## config.mk

```make
export PLATFORM = sky130hd
export DESIGN_NAME = qdac_bank
export DESIGN_NICKNAME = d
export VERILOG_FILES = /design/src/rtl/qdac_pkg.sv /design/src/rtl/qdac_bus_decoder.sv /design/src/rtl/qdac_chan_reg.sv /design/src/rtl/qdac_timing_mon.sv /design/src/rtl/qdac_bank.sv
export SDC_FILE = /design/constraint.sdc
export NUM_CORES = 1
export LEC_CHECK = 0
export ABC_CLOCK_PERIOD_IN_PS = 1700
export BUFFER_PORTS_ARGS = -buffer_cell sky130_fd_sc_hd__buf_2
export CAP_MARGIN = 20
export CORE_MARGIN = 1
export CORE_UTILIZATION = 54
export DETAILED_ROUTE_END_ITERATION = 8
export PLACE_DENSITY = 0.78
export SLEW_MARGIN = 20
export SYNTH_ARGS = -nofsm -noshare
export SYNTH_HDL_FRONTEND = slang
export SYNTH_SLANG_ARGS = --single-unit
```

## constraint.sdc

```tcl
create_clock -name clk -period 1.7 [get_ports clk]
set_input_delay 0.17 -clock clk [delete_from_list [all_inputs] [get_ports clk]]
set_output_delay 0.17 -clock clk [all_outputs]
set_load 0.01 [all_outputs]
```

## src/rtl/qdac_pkg.sv

```systemverilog
package qdac_pkg;
    localparam int N_CH   = 4;
    localparam int CODE_W = 12;
    localparam int BUS_W  = 16;

    typedef logic [CODE_W-1:0] code_t;

    localparam code_t MID_CODE = code_t'(1) << (CODE_W - 1);

    // select the code field from a bus word
    function automatic code_t pick_code(logic [BUS_W-1:0] w, logic left);
        return left ? w[BUS_W-1 -: CODE_W] : w[CODE_W-1:0];
    endfunction
endpackage

```

## src/rtl/qdac_bus_decoder.sv

```systemverilog
module qdac_bus_decoder #(
    parameter int NCH = qdac_pkg::N_CH
) (
    input  logic           wr_strobe,
    input  logic           base_match,
    input  logic [NCH-1:0] word_addr,
    output logic [NCH-1:0] sel_n
);
    logic gate;
    assign gate  = wr_strobe & base_match;
    assign sel_n = ~({NCH{gate}} & ~word_addr);
endmodule

```

## src/rtl/qdac_chan_reg.sv

```systemverilog
module qdac_chan_reg
    import qdac_pkg::*;
(
    input  logic  clk,
    input  logic  rst,
    input  logic  sel_n,
    input  code_t d,
    output code_t q
);
    always_ff @(posedge clk) begin
        if (rst)
            q <= MID_CODE;
        else if (!sel_n)
            q <= d;
    end
endmodule

```

## src/rtl/qdac_timing_mon.sv

```systemverilog
module qdac_timing_mon
    import qdac_pkg::*;
#(
    parameter int MIN_PW    = 3,
    parameter int MIN_SETUP = 2
) (
    input  logic  clk,
    input  logic  rst,
    input  logic  sel_n,
    input  code_t code,
    output logic  width_err,
    output logic  setup_err
);
    localparam int LIM   = (MIN_PW > MIN_SETUP) ? MIN_PW : MIN_SETUP;
    localparam int CNT_W = $clog2(LIM + 1) + 1;
    typedef logic [CNT_W-1:0] cnt_t;

    cnt_t  low_cnt, stab_cnt;
    logic  was_low;
    code_t last_code;

    function automatic cnt_t sat_inc(cnt_t c);
        return (c == '1) ? c : c + cnt_t'(1);
    endfunction

    always_ff @(posedge clk) begin
        if (rst) begin
            low_cnt   <= '0;
            stab_cnt  <= '0;
            was_low   <= 1'b0;
            last_code <= MID_CODE;
            width_err <= 1'b0;
            setup_err <= 1'b0;
        end else begin
            was_low   <= !sel_n;
            low_cnt   <= sel_n ? '0 : sat_inc(low_cnt);
            stab_cnt  <= (code == last_code) ? sat_inc(stab_cnt) : cnt_t'(1);
            last_code <= code;
            if (sel_n && was_low) begin
                if (low_cnt < cnt_t'(MIN_PW))
                    width_err <= 1'b1;
                if (stab_cnt < cnt_t'(MIN_SETUP))
                    setup_err <= 1'b1;
            end
        end
    end
endmodule

```

## src/rtl/qdac_bank.sv

```systemverilog
module qdac_bank
    import qdac_pkg::*;
#(
    parameter int NCH       = N_CH,
    parameter int MIN_PW    = 3,
    parameter int MIN_SETUP = 2
) (
    input  logic                  clk,
    input  logic                  rst,
    input  logic [BUS_W-1:0]      bus_word,
    input  logic                  left_just,
    input  logic [NCH-1:0]        ext_sel_n,
    input  logic                  wr_strobe,
    input  logic                  base_match,
    input  logic [NCH-1:0]        word_addr,
    output logic [NCH*CODE_W-1:0] dac_code,
    output logic [NCH-1:0]        width_err,
    output logic [NCH-1:0]        setup_err
);
    code_t          bus_code;
    logic [NCH-1:0] dec_sel_n;
    logic [NCH-1:0] eff_sel_n;

    assign bus_code = pick_code(bus_word, left_just);

    qdac_bus_decoder #(.NCH(NCH)) u_dec (
        .wr_strobe  (wr_strobe),
        .base_match (base_match),
        .word_addr  (word_addr),
        .sel_n      (dec_sel_n)
    );

    assign eff_sel_n = ext_sel_n & dec_sel_n;

    for (genvar i = 0; i < NCH; i++) begin : g_ch
        qdac_chan_reg u_reg (
            .clk   (clk),
            .rst   (rst),
            .sel_n (eff_sel_n[i]),
            .d     (bus_code),
            .q     (dac_code[i*CODE_W +: CODE_W])
        );
        qdac_timing_mon #(.MIN_PW(MIN_PW), .MIN_SETUP(MIN_SETUP)) u_mon (
            .clk       (clk),
            .rst       (rst),
            .sel_n     (eff_sel_n[i]),
            .code      (bus_code),
            .width_err (width_err[i]),
            .setup_err (setup_err[i])
        );
    end
endmodule

```

* After elaboration in Yosys (flattened, before gate mapping)
Index checks and enable logic that the tools add are counted.
** Word-level totals
- Register bits after elaboration :: 96
- Input bits :: 29
- Output and inout port bits :: 56
- Logic and storage cells :: 94
** Cells by class
- Add/sub/neg operators :: 8
- $lt $le $gt $ge :: 8
- Eq/ne operators :: 13
- Mux-type cells :: 9
- Bitwise logic cells :: 6
- Reduce and logical (&&, ||, !) cells :: 21
** Operators by type and width (number)
- $add A3 B1 Y3 const B :: 8
- $eq A3 B3 Y1 const B :: 8
- $lt A3 B2 Y1 const B :: 8
- $reduce_and A2 Y1 :: 8
- $eq A12 B12 Y1 :: 1
- $mux W12 :: 1
- $reduce_or A2 Y1 :: 5
- $and A4 B4 Y4 :: 2
- $mux W1 :: 8
- $ne A2 B2 Y1 const B :: 4
- $not A4 Y4 :: 2
- $logic_and A1 B1 Y1 :: 4
- $logic_not A1 Y1 :: 4
- $and A1 B1 Y1 :: 1
- $not A1 Y1 :: 1

* Longest topological paths before layout
- Word-level depth :: 6
- Depth in mapped cells :: 7
- Gate-level depth less buffers :: 5

* Modules after synthesis
A second synthesis with hierarchy kept.
** Second synthesis, totals
- Cells, all modules :: 473
- Area total of the unflattened synthesis :: 5198.7 µm²
** By module, submodules not included
- qdac_timing_mon :: instances 4, cells an instance 75, area each 817.0 µm², seq. area each 420.4 µm²
- qdac_chan_reg :: instances 4, cells an instance 38, area each 422.9 µm², seq. area each 240.2 µm²
- qdac_bank :: instances 1, cells an instance 17, area each 209.0 µm², seq. area each 0.0 µm²
- qdac_bus_decoder :: instances 1, cells an instance 4, area each 30.0 µm², seq. area each 0.0 µm²

* Least setup slack after synthesis
OpenSTA, ideal clock, no wires.
- Kind :: in2reg
- From :: input left_just
- To :: register g_ch[0].u_mon.stab_cnt[0]
- Setup time :: 0.138 ns
- Arrival time :: 1.429 ns
- Slack :: 0.133 ns
- Stages :: 7
- Buffers on the path :: 3
- Cells stage by stage :: buf_6 -> buf_12 -> mux2_2 -> xor2_1 -> nor4_2 -> buf_4 -> a41oi_1
** Between the ends
- Word-level cells in the longest chain between the ends :: 3
- Elaborated cells on any way between the ends :: 4
- Those cells by class :: 2 x eq/ne; 2 x mux
** Ends and longest elaborated chain
- from (decl) :: line qdac_bank.sv:11 : input logic left_just,
- $mux W12 (*) :: line qdac_pkg.sv:12 : return left ? w[BUS_W-1 -: CODE_W] : w[CODE_W-1:0];
- $eq A12 B12 Y1 (*)
- $ne A2 B2 Y1 (no source line) or $mux W1 (tied branches)
- to (signal assigned) :: line qdac_timing_mon.sv:37 : stab_cnt <= (code == last_code) ? sat_inc(stab_cnt) : cnt_t'(1);
- to (decl) :: line qdac_timing_mon.sv:18 : cnt_t low_cnt, stab_cnt;
Every way passes the cells marked *; elsewhere a longest branch is shown, timed or not.
A chain may end at the register's enable or synchronous reset.

==> results.json <==
{
  "cts_max_level": 3,
  "power_mw": 4.54,
  "critPathArrivalTime_ns": 1.67,
  "cts_tree": "built",
  "max_freq_ghz": 0.678,
  "switching_share_pct": 27.9,
  "power.switching_mw": 1.27,
  "seqPwrFrac_pct": 54.5,
  "hp-start": "bus_word[14]",
  "status": "completed",
  "hp-class": "input pin to flop",
  "grt_pass1_wl_mm": 13.6,
  "multi_input_area_um2": 1780,
  "r2r-start": "g_ch[2].u_mon.last_code[3]",
  "r2r_end": "g_ch[0].u_mon.stab_cnt[0]",
  "io_buffers": 84,
  "powerDensity_nw_per_um2": 983,
  "synth-seq-area-share_pct": 49.6,
  "hold_viol": 0,
  "fin_area_um2": 4620,
  "p_leak_nw": 2.06,
  "worstPathCellList": "xnor2_1 -> mux2i_1 -> nor4_1 -> buf_4 -> a41oi_1",
  "cts-resized-gates": 0,
  "clockBufferDepth": 2,
  "post-route-drc-count": 0,
  "routed_wl_mm": 8.48,
  "vias": 3084,
  "startpoint_type": "flop",
  "antenna_found_initial": 0,
  "cts_root_buffer": "clkbuf_8",
  "drive_above_1_share_pct": 28.1,
  "place_congestion": 0.868,
  "synth_nets": 426,
  "viasPerCell": 5.42,
  "cts_sinks": 96,
  "synth_cells": 381,
  "rsz0062_at_grt": "false",
  "clkTransAtPathRegs_ns": 0.10,
  "grt_overflow": 0,
  "hold_path_depth": 4,
  "finalSetupViolCount": 0,
  "peakVddDrop_mv": 0.690,
  "cts_made_buffers": 9,
  "track_usage_pct": 23.7,
  "tns_ns": 0,
  "cp_slowest_cell": "dfxtp_1",
  "fin_nets": 513,
  "syn-cell-area_um2": 3870,
  "ys_ff_latch": 96,
  "hold_buffers": 0,
  "slew_viol_final": 0,
  "crit_type": "flop to flop",
  "ios": 85,
  "power.internal_mw": 3.27,
  "dp_hpwl_mm": 5.98,
  "ys_types": 28,
  "grt_pass1_vias": 2905,
  "critPathMaxFanout": 12,
  "nFillCells": 541,
  "drt_pass1_iterations": 4,
  "final_antenna_net_count": 0,
  "die_area_um2": 7520,
  "cap_violations": 0,
  "critPathLaunch": "g_ch[2].u_mon.last_code[3]",
  "cpPeakStageDelay_ns": 0.34,
  "fin_skew_ns": 0.0144,
  "finalCritPeriodShare_pct": 86.8,
  "period_needed_ns": 1.47,
  "die_w_um": 86.7,
  "seq_area_um2": 1920,
  "clkPwrFrac_pct": 30.3,
  "rows": 30,
  "required_ns": 1.89,
  "clkLatencyLatePin_ns": 0.36,
  "worst_pin_slew_ns": 0.773,
  "path_delay_family": "flip-flops",
  "power_frac_comb_pct": 15.2,
  "reg2reg_setup_slack_ns": 0.23,
  "area_delta_synth_final_pct": 19.2,
  "drtIter0Drc": 146,
  "cts_setup_buffers": 0,
  "final_cells": 569,
  "critPathBufInv": 1,
  "slew_headroom_pct": 48.5,
  "min_to": "g_ch[2].u_mon.last_code[10]",
  "grt_start_max_net_pins": 42,
  "postPlaceCellArea_um2": 4440,
  "wire_per_inst_um": 14.9,
  "crit_path_end_kind": "flop",
  "diodes": 0,
  "ys.warnings.count": 0,
  "syn_avg_cell_area_um2": 10.2,
  "start_util_pct": 56.4,
  "utilization_pct": 67.2,
  "die_y_um": 86.7,
  "place_inst": 553,
  "reg2regPathDepth": 5,
  "coreArea_um2": 6870
}
placed cells by master, fill, tap and decap left out, drive strengths merged:
master	count
buf	107
xor2	9
dfxtp	96
o21a	4
nand2	1
xnor2	13
or2	1
clkbuf	10
a21oi	4
nor3	12
a41oi	4
nor2	87
nor4	3
clkinvlp	1
o21ai	4
a31oi	8
and4	8
mux2i	31
ha	16
mux2	1
clkinv	4
a211oi	44
o21bai	4
inv	1
flip-flops by register name, indices dropped and copies added, names as in the netlist:
signal and count:
g_ch.u_mon.low_cnt 12, g_ch.u_mon.setup_err 4, g_ch.u_mon.was_low 4, g_ch.u_mon.stab_cnt 12, g_ch.u_mon.last_code 12, g_ch.u_mon.width_err 4
g_ch.u_reg.q 48
tightest hold or removal path, cell delays in order:
cell and delay [ns]:
buf_2 0.09, mux2i_2 0.07, buf_4 0.16, nor2_1 0.07
kinds of logic (layout without fill, tap and decap cells):
logic type                 Yosys count  after routing  share of synthesized area, %
and+or+nand+nor                    112            112                          12.9
DFF                                 96             96                          49.6
AOI/OAI and AO/OA                   72             72                          13.3
muxes                               32             32                          9.56
buffers and inverters               31            123                          4.55
xor gates and xnor gates            22             22                          4.97
adders and majority gates           16             16                          5.17
power by group through the flow:
stage	Combinational (mW)	Clock, mW	Sequential [mW]
final	0.689	1.38	2.48
after global routing	0.754	1.49	2.49
after CTS	0.693	1.39	2.48
after detailed placement	0.687	0	2.53
after global placement	0.668	0	2.52
after floorplan	0.377	0	2.56
worst max-delay path by stage:
| stage | endpoint | slack (ns) | cells past startpoint |
|---|---|---|---|
| 6_report | g_ch[0].u_mon.stab_cnt[0] | 0.23 | 5 |
| 5_1_grt | g_ch[3].u_mon.stab_cnt[0] | 0.08 | 5 |
| 4_1_cts | g_ch[0].u_mon.stab_cnt[0] | 0.23 | 5 |
| 3_5_place_dp | g_ch[3].u_mon.stab_cnt[0] | 0.06 | 7 |
| 3_3_place_gp | g_ch[3].u_mon.stab_cnt[0] | 0.08 | 7 |
| 2_1_floorplan | g_ch[0].u_mon.stab_cnt[0] | 0.13 | 7 |
synth_stat cells, drive strengths merged:
library cell | number | area [um2]
a21oi | 4 | 20.0
clkbuf | 16 | 60.1
a211oi | 44 | 330
xor2 | 9 | 78.8
a31oi | 8 | 50.1
or2 | 1 | 6.26
and4 | 8 | 70.1
mux2i | 31 | 359
o21ai | 4 | 20.0
nor2 | 87 | 327
nor4 | 3 | 31.3
nor3 | 12 | 60.1
dfxtp | 96 | 1920
o21a | 4 | 30.0
o21bai | 4 | 30.0
nand2 | 1 | 3.75
a41oi | 4 | 35.0
xnor2 | 13 | 114
mux2 | 1 | 11.3
buf | 15 | 116
ha | 16 | 200
final cells by class:
| cell class | instances | share of cell area, % |
|---|---|---|
| Sequential cell | 96 | 41.6 |
| Timing Repair Buffer | 107 | 13.4 |
| Clock buffer | 10 | 2.98 |
| Tap cell | 96 | 2.60 |
| Clock inverter | 6 | 0.948 |
| Multi-Input combinational cell | 254 | 38.5 |
routing by layer:
| metal | vias up | global-route usage (%) | wire (um) |
|---|---|---|---|
| met3 | 25 | 7.05 | 455 |
| met5 | - | 0 | 0 |
| met4 | 0 | 10.5 | 267 |
| li1 | 1526 | - | - |
| met1 | 1443 | 29.7 | 3780 |
| met2 | 90 | 38.1 | 3980 |
through the flow:
step / hold WS (ns) / worst slack [ns]
CTS: 0.220 / 0.235
global placement: 0.442 / 0.0763
finish: 0.228 / 0.225
detailed placement: 0.457 / 0.0626
floorplan: 0.340 / 0.133
global route: 0.221 / 0.0780
(Power assumes the default switching activity.)
